`src/rtl/exc_pkg.sv`:
```
package exc_pkg;
  localparam int ECODE_W        = 12;
  localparam logic [ECODE_W-1:0] ECODE_LOAD  = 12'h040;
  localparam logic [ECODE_W-1:0] ECODE_STORE = 12'h060;
  localparam int SR_MD_BIT      = 30;
  localparam int SR_RB_BIT      = 29;
  localparam int SR_BL_BIT      = 28;

  typedef enum logic [1:0] {
    RD_NONE  = 2'd0,
    RD_FAULT = 2'd1,
    RD_RET   = 2'd2
  } redir_kind_e;
endpackage

```
`src/rtl/exc_capture.sv`:
```
module exc_capture
  import exc_pkg::*;
#(
  parameter int AW        = 32,
  parameter int PAGE_BITS = 10
) (
  input  logic               clk,
  input  logic               rst_n,
  input  logic               take_i,
  input  logic [AW-1:0]      va_i,
  input  logic               store_i,
  input  logic [AW-1:0]      pc_i,
  input  logic               dslot_i,
  input  logic [AW-1:0]      branch_pc_i,
  input  logic [AW-1:0]      sr_i,
  output logic [AW-1:0]      stage_hi_o,
  output logic [AW-1:0]      flt_addr_o,
  output logic [ECODE_W-1:0] exc_code_o,
  output logic [AW-1:0]      saved_pc_o,
  output logic [AW-1:0]      saved_sr_o
);
  localparam logic [AW-1:0] PAGE_MASK = (AW'(1) << PAGE_BITS) - AW'(1);

  logic [AW-1:0]      stage_hi_n, flt_addr_n, saved_pc_n, saved_sr_n;
  logic [ECODE_W-1:0] exc_code_n;

  always_comb begin
    stage_hi_n = va_i & ~PAGE_MASK;
    flt_addr_n = va_i;
    exc_code_n = store_i ? ECODE_STORE : ECODE_LOAD;
    saved_pc_n = dslot_i ? branch_pc_i : pc_i;
    saved_sr_n = sr_i;
  end

  always_ff @(posedge clk or negedge rst_n) begin
    if (!rst_n) begin
      stage_hi_o <= '0;
      flt_addr_o <= '0;
      exc_code_o <= '0;
      saved_pc_o <= '0;
      saved_sr_o <= '0;
    end else if (take_i) begin
      stage_hi_o <= stage_hi_n;
      flt_addr_o <= flt_addr_n;
      exc_code_o <= exc_code_n;
      saved_pc_o <= saved_pc_n;
      saved_sr_o <= saved_sr_n;
    end
  end

  assert_code_legal_R3: assert property (@(posedge clk) disable iff (!rst_n)
    (exc_code_o == '0) || (exc_code_o == ECODE_LOAD) || (exc_code_o == ECODE_STORE));

  assert_hold_when_idle_R8: assert property (@(posedge clk) disable iff (!rst_n)
    !take_i |=> $stable(saved_pc_o) && $stable(saved_sr_o) && $stable(flt_addr_o));
endmodule

```
`src/rtl/exc_gap_ctr.sv`:
```
module exc_gap_ctr #(
  parameter int RET_GAP = 2
) (
  input  logic clk,
  input  logic rst_n,
  input  logic ldent_i,
  input  logic retire_i,
  input  logic rte_i,
  input  logic block_i,
  output logic accept_o,
  output logic early_o
);
  localparam int CW = $clog2(RET_GAP + 1);
  localparam logic [CW-1:0] GAP = CW'(RET_GAP);

  logic [CW-1:0] cnt_q, cnt_n;
  logic          cnt_en;
  logic          gap_met;

  always_comb begin
    cnt_en = 1'b0;
    cnt_n  = cnt_q;
    if (ldent_i) begin
      cnt_en = 1'b1;
      cnt_n  = '0;
    end else if (retire_i && (cnt_q != GAP)) begin
      cnt_en = 1'b1;
      cnt_n  = cnt_q + CW'(1);
    end
  end

  always_ff @(posedge clk or negedge rst_n) begin
    if (!rst_n)      cnt_q <= GAP;
    else if (cnt_en) cnt_q <= cnt_n;
  end

  always_comb begin
    gap_met  = (cnt_q == GAP) && !ldent_i;
    accept_o = rte_i && !block_i && gap_met;
    early_o  = rte_i && !block_i && !gap_met;
  end

  assert_cnt_bound_R9: assert property (@(posedge clk) disable iff (!rst_n)
    cnt_q <= GAP);

  assert_ldent_restarts_R9: assert property (@(posedge clk) disable iff (!rst_n)
    ldent_i |=> (cnt_q == '0));
endmodule

```
`src/rtl/exc_redirect.sv`:
```
module exc_redirect
  import exc_pkg::*;
#(
  parameter int AW = 32,
  parameter logic [AW-1:0] VEC_OFS = 'h100
) (
  input  logic          clk,
  input  logic          rst_n,
  input  logic          fault_take_i,
  input  logic          fault_masked_i,
  input  logic          rte_take_i,
  input  logic          rte_early_i,
  input  logic [AW-1:0] vbr_i,
  input  logic [AW-1:0] sr_i,
  input  logic [AW-1:0] saved_pc_i,
  input  logic [AW-1:0] saved_sr_i,
  output logic          redirect_o,
  output logic [AW-1:0] target_o,
  output logic          sr_load_o,
  output logic [AW-1:0] sr_new_o,
  output logic          rte_early_o,
  output logic          err_o
);
  localparam logic [AW-1:0] SR_SET =
    (AW'(1) << SR_MD_BIT) | (AW'(1) << SR_RB_BIT) | (AW'(1) << SR_BL_BIT);

  redir_kind_e   kind;
  logic [AW-1:0] target_n, sr_new_n;
  logic          err_n;

  always_comb begin
    kind = RD_NONE;
    if (fault_take_i)    kind = RD_FAULT;
    else if (rte_take_i) kind = RD_RET;
    target_n = '0;
    sr_new_n = '0;
    case (kind)
      RD_FAULT: begin
        target_n = vbr_i + VEC_OFS;
        sr_new_n = sr_i | SR_SET;
      end
      RD_RET: begin
        target_n = saved_pc_i;
        sr_new_n = saved_sr_i;
      end
      default: ;
    endcase
    err_n = err_o | fault_masked_i;
  end

  always_ff @(posedge clk or negedge rst_n) begin
    if (!rst_n) begin
      redirect_o  <= 1'b0;
      target_o    <= '0;
      sr_load_o   <= 1'b0;
      sr_new_o    <= '0;
      rte_early_o <= 1'b0;
      err_o       <= 1'b0;
    end else begin
      redirect_o  <= (kind != RD_NONE);
      sr_load_o   <= (kind != RD_NONE);
      target_o    <= target_n;
      sr_new_o    <= sr_new_n;
      rte_early_o <= rte_early_i;
      err_o       <= err_n;
    end
  end

  assert_err_sticky_R8: assert property (@(posedge clk) disable iff (!rst_n)
    err_o |=> err_o);

  assert_early_excl_R9: assert property (@(posedge clk) disable iff (!rst_n)
    !(rte_early_o && redirect_o));

  assert_entry_sr_R5: assert property (@(posedge clk) disable iff (!rst_n)
    fault_take_i |=> sr_load_o && sr_new_o[SR_MD_BIT] && sr_new_o[SR_RB_BIT] && sr_new_o[SR_BL_BIT]);
endmodule

```
`src/rtl/exc_entry_seq.sv`:
```
module exc_entry_seq
  import exc_pkg::*;
#(
  parameter int AW        = 32,
  parameter int PAGE_BITS = 10,
  parameter int RET_GAP   = 2,
  parameter logic [AW-1:0] VEC_OFS = 'h100
) (
  input  logic               clk,
  input  logic               rst_n,
  input  logic               fault_i,
  input  logic [AW-1:0]      fault_va_i,
  input  logic               fault_store_i,
  input  logic [AW-1:0]      pc_i,
  input  logic               dslot_i,
  input  logic [AW-1:0]      branch_pc_i,
  input  logic [AW-1:0]      sr_i,
  input  logic [AW-1:0]      vbr_i,
  input  logic               ldent_i,
  input  logic               retire_i,
  input  logic               rte_i,
  output logic [AW-1:0]      stage_hi_o,
  output logic [AW-1:0]      flt_addr_o,
  output logic [ECODE_W-1:0] exc_code_o,
  output logic [AW-1:0]      saved_pc_o,
  output logic [AW-1:0]      saved_sr_o,
  output logic               redirect_o,
  output logic [AW-1:0]      target_o,
  output logic               sr_load_o,
  output logic [AW-1:0]      sr_new_o,
  output logic               rte_early_o,
  output logic               err_o
);
  logic fault_take, fault_masked, rte_take, rte_early;

  always_comb begin
    fault_take   = fault_i && !sr_i[SR_BL_BIT];
    fault_masked = fault_i &&  sr_i[SR_BL_BIT];
  end

  exc_capture #(.AW(AW), .PAGE_BITS(PAGE_BITS)) cap_i (
    .clk(clk), .rst_n(rst_n), .take_i(fault_take),
    .va_i(fault_va_i), .store_i(fault_store_i), .pc_i(pc_i),
    .dslot_i(dslot_i), .branch_pc_i(branch_pc_i), .sr_i(sr_i),
    .stage_hi_o(stage_hi_o), .flt_addr_o(flt_addr_o), .exc_code_o(exc_code_o),
    .saved_pc_o(saved_pc_o), .saved_sr_o(saved_sr_o)
  );

  exc_gap_ctr #(.RET_GAP(RET_GAP)) gap_i (
    .clk(clk), .rst_n(rst_n), .ldent_i(ldent_i), .retire_i(retire_i),
    .rte_i(rte_i), .block_i(fault_i), .accept_o(rte_take), .early_o(rte_early)
  );

  exc_redirect #(.AW(AW), .VEC_OFS(VEC_OFS)) rd_i (
    .clk(clk), .rst_n(rst_n), .fault_take_i(fault_take),
    .fault_masked_i(fault_masked), .rte_take_i(rte_take), .rte_early_i(rte_early),
    .vbr_i(vbr_i), .sr_i(sr_i), .saved_pc_i(saved_pc_o), .saved_sr_i(saved_sr_o),
    .redirect_o(redirect_o), .target_o(target_o), .sr_load_o(sr_load_o),
    .sr_new_o(sr_new_o), .rte_early_o(rte_early_o), .err_o(err_o)
  );

  assert_vector_target_R6: assert property (@(posedge clk) disable iff (!rst_n)
    fault_take |=> redirect_o && (target_o == $past(vbr_i) + VEC_OFS));

  assert_same_edge_R7: assert property (@(posedge clk) disable iff (!rst_n)
    fault_take |=> (flt_addr_o == $past(fault_va_i)) && (saved_sr_o == $past(sr_i)));

  assert_masked_quiet_R8: assert property (@(posedge clk) disable iff (!rst_n)
    fault_masked |=> err_o && !redirect_o && !sr_load_o);

  assert_fault_wins_R11: assert property (@(posedge clk) disable iff (!rst_n)
    (fault_i && rte_i) |=> !rte_early_o);

  assert_ret_restore_R10: assert property (@(posedge clk) disable iff (!rst_n)
    rte_take |=> redirect_o && (target_o == saved_pc_o) && (sr_new_o == saved_sr_o));
endmodule

```
`config.mk`:
```
export PLATFORM = sky130hd
export DESIGN_NAME = exc_entry_seq
export DESIGN_NICKNAME = d
export VERILOG_FILES = /design/src/rtl/exc_pkg.sv /design/src/rtl/exc_capture.sv /design/src/rtl/exc_gap_ctr.sv /design/src/rtl/exc_redirect.sv /design/src/rtl/exc_entry_seq.sv
export SDC_FILE = /design/constraint.sdc
export NUM_CORES = 1
export LEC_CHECK = 0
export CORE_AREA = 5 5 141 143
export CTS_CLUSTER_DIAMETER = 60
export DETAILED_ROUTE_END_ITERATION = 16
export DIE_AREA = 0 0 146 148
export DONT_BUFFER_PORTS = 1
export SKIP_LAST_GASP = 1
export SLEW_MARGIN = 40
export SYNTH_ARGS = -nofsm -noshare
export SYNTH_HDL_FRONTEND = slang
export SYNTH_HIERARCHICAL = 1
export SYNTH_SLANG_ARGS = --single-unit
export TNS_END_PERCENT = 30
```
`constraint.sdc`:
```
create_clock -name clk -period 4.69 [get_ports clk]
set_clock_uncertainty 0.15 [all_clocks]
set_input_delay 0.938 -clock clk [delete_from_list [all_inputs] [get_ports clk]]
set_output_delay 0.938 -clock clk [all_outputs]
set_load 0.02 [all_outputs]
```
==> results_dict.tcl <==
set metrics [dict create \
    timing.slew.headroom_pct 48.1 \
    async_flop_share_pct 100 \
    cts_tree "done" \
    finalWorstSetupSlack_ps 1910 \
    drv_cap 0 \
    cts_buffer_depth 2 \
    ant_nets 0 \
    synth_edf_count 0 \
    post_cts_resized 0 \
    synth_cell_types 48 \
    overflow 0 \
    hpwl_mm 13.6 \
    cts_htree_levels 4 \
    top_layer_used "met4" \
    detail_route.wl_per_cell_um 23.0 \
    cp_cell_sequence "ha_1 -> nor2b_1 -> and3b_1 -> nor2b_4 -> buf_4 -> a22o_1" \
    cp-start-kind "flop" \
    period_needed_ps 2780 \
    fp.dieArea_um2 21600 \
    wl_met1_mm 6.54 \
    p_leak_nw 3.38 \
    rows 50 \
    power.total_mw 3.59 \
    route.met2.wl_mm 9.85 \
    synth_cells 590 \
    syn_avg_cell_area_um2 12.3 \
    clock.fmax_ghz 0.360 \
    syn_area_um2 7280 \
    boundaryPins 376 \
    cts_hold_buf 0 \
    min_period_over_period_pct 59.2 \
    post_cts_buffers 0 \
    synth_seq_cells 167 \
    firstDrtPassIters 5 \
    grt_antenna_before_repair 0 \
    status "complete, no violations" \
    final_nets 724 \
    fillCellCount 1714 \
    tns_ps 0 \
    gr-usage-all-layers_pct 16.5 \
    drive_gt1_share_pct 14.5 \
    cts_buffers 17 \
    wirelength_mm 18.5 \
    grt_first_pass_wirelength_mm 27.6 \
    ys.flop_type "dfrtp_1" \
    dieHeight_um 148 \
    drtIter0Drc 198 \
    rsz0062_at_grt "no" \
    place_ws_ps 1720 \
    hold_path_class "input port to async pin" \
    critPathArrivalTime_ps 2980 \
    cp_num_buf_inv 1 \
    cts_root_buf "clkbuf_16" \
    wl_met3_mm 1.70 \
    routabilityCongestion 0.827 \
    setup_viol 0 \
    peakVddDrop_v 0.000228 \
    clk_latency_ps 420 \
    power_density_nw_per_um2 463 \
    critPathRequiredTime_ps 4900 \
    critPathCaptureType "flop" \
    drv_slew 0 \
    crit_fanout 35 \
    first_global_vias 4516 \
    vias_per_cell 5.51 \
    cp_top_family "simple AND/OR/NAND/NOR gates" \
    hold_viol 0 \
    critPathKind "flop to flop" \
    portBuffers 0 \
    cp_slowest_cell "nor2b_4" \
    n_antenna_cell 0 \
    ys.warnings.count 6 \
    grt_start_max_net_pins 168 \
    start_util_pct 39.4 \
    die_x_um 146 \
    synth_seq_area_share_pct 57.4 \
    max_stage_delay_ps 660 \
    area_growth_pct 6.76 \
    coreArea_um2 18500 \
    tightest_slew_ps 778 \
    num_vias 4414 \
    clk_pin_slew_ps 70 \
    clkSinkCount 167 \
    drcViolationCount 0 \
]
-- flip-flops by register name (all words and copies together), names as in the netlist --
register	cells
cap_i/flt_addr_o	32
cap_i/saved_pc_o	32
cap_i/saved_sr_o	32
rd_i/sr_new_o	32
rd_i/target_o	32
cap_i/exc_code_o	2
gap_i/cnt_q	2
rd_i/err_o	1
rd_i/rte_early_o	1
rd_i/sr_load_o	1
-- final cells by class --
class | instances | area (um^2) | share of cell area, %
well taps | 234 | 293 | 3.77
inverters | 4 | 15.0 | 0.193
repair buffers | 3 | 30.0 | 0.386
multi-input cells | 361 | 2650 | 34.1
clock inverters | 15 | 175 | 2.25
clock buffers | 17 | 425 | 5.48
flip-flops and latches | 167 | 4180 | 53.8
-- logic make-up after synthesis --
logic type | Yosys count | share of synthesized area (%)
xor gates and xnor gates | 13 | 1.56
other | 1 | 0.0515
adders and majority gates | 2 | 0.344
buffers and inverters | 81 | 7.24
AOI/OAI and AO/OA | 97 | 9.13
and+or+nand+nor | 126 | 8.80
muxes | 103 | 15.4
DFF | 167 | 57.4
-- per-stage QoR --
step / hold WS (ps) / area, um^2 / std cells / utilization (%)
2_1_floorplan: 442 / 7350 / 609 / -
3_3_place_gp: 470 / 7160 / 769 / 38.8
3_5_place_dp: 466 / 7170 / 769 / 38.8
4_1_cts: 30.8 / 7770 / 801 / 42.1
5_1_grt: 29.0 / 7770 / 801 / 42.1
6_report: 63.7 / 7770 / 801 / 42.1
-- routing by layer --
layer  track usage (%)  vias to the layer above
met5                 0                        -
met4              6.07                        0
met3              6.41                       23
met2              29.6                      241
met1              17.6                     2192
li1                  -                     1958
-- where the power goes --
part	total [mW]	switching [mW]	internal (mW)
Sequential	1.97	0.378	1.59
Clock	1.39	0.666	0.725
Combinational	0.238	0.114	0.123
Total	3.59	1.16	2.44
-- worst reg2reg max path, cell delays in order (launching register included) --
cell and delay, ps:
dfstp_2 530, ha_1 190, nor2b_1 180, and3b_1 270
nor2b_4 660, buf_4 500, a22o_1 230
-- worst paths after layout --
kind | start | endpoint | slack [ps] | cells after the start
max in group asynchronous | rst_n | gap_i/cnt_q[1] | 4050 | 0
min reg2reg | cap_i/exc_code_o[6] | cap_i/exc_code_o[6] | 480 | 1
max reg2reg | gap_i/cnt_q[1] | rd_i/sr_new_o[4] | 1910 | 6
min in group clk | fault_i | rd_i/rte_early_o | 430 | 1
min | rst_n | cap_i/flt_addr_o[23] | 60 | 0
max | gap_i/cnt_q[1] | rd_i/sr_new_o[4] | 1910 | 6
-- cells in the final DEF (no fill, tap or decap), types with 6 or more instances in the layout --
| cell type | n |
|---|---|
| xnor2_1 | 9 |
| mux2i_1 | 35 |
| nand2_1 | 38 |
| a22o_1 | 38 |
| dfrtp_1 | 166 |
| mux2_2 | 34 |
| o21ai_0 | 15 |
| a21oi_1 | 32 |
| conb_1 | 20 |
| inv_8 | 6 |
| mux2_1 | 32 |
| nor2_1 | 38 |
| nand4_1 | 7 |
| nand3_1 | 6 |
| clkbuf_16 | 17 |
-- Yosys cell counts (2+ instances only) --
master / count / area, um^2
a21oi_1: 32 / 160
a22o_1: 38 / 333
a32oi_1: 2 / 17.5
and2_1: 3 / 18.8
and4_1: 2 / 17.5
buf_2: 10 / 50.1
buf_4: 48 / 360
buf_6: 4 / 45.0
clkbuf_1: 15 / 56.3
dfrtp_1: 166 / 4150
ha_1: 2 / 25.0
inv_1: 4 / 15.0
mux2_1: 32 / 360
mux2_2: 34 / 383
mux2_4: 2 / 30.0
mux2i_1: 35 / 350
nand2_1: 38 / 143
nand3_1: 6 / 30.0
nand3b_1: 2 / 15.0
nand4_1: 7 / 43.8
nor2_1: 38 / 143
nor2b_1: 4 / 25.0
nor3_1: 5 / 25.0
nor4_1: 5 / 31.3
o211ai_1: 5 / 37.5
o21ai_0: 15 / 75.1
or2_2: 4 / 25.0
xnor2_1: 9 / 78.8
xor2_1: 4 / 35.0
Power figures use the tool's default switching activity.
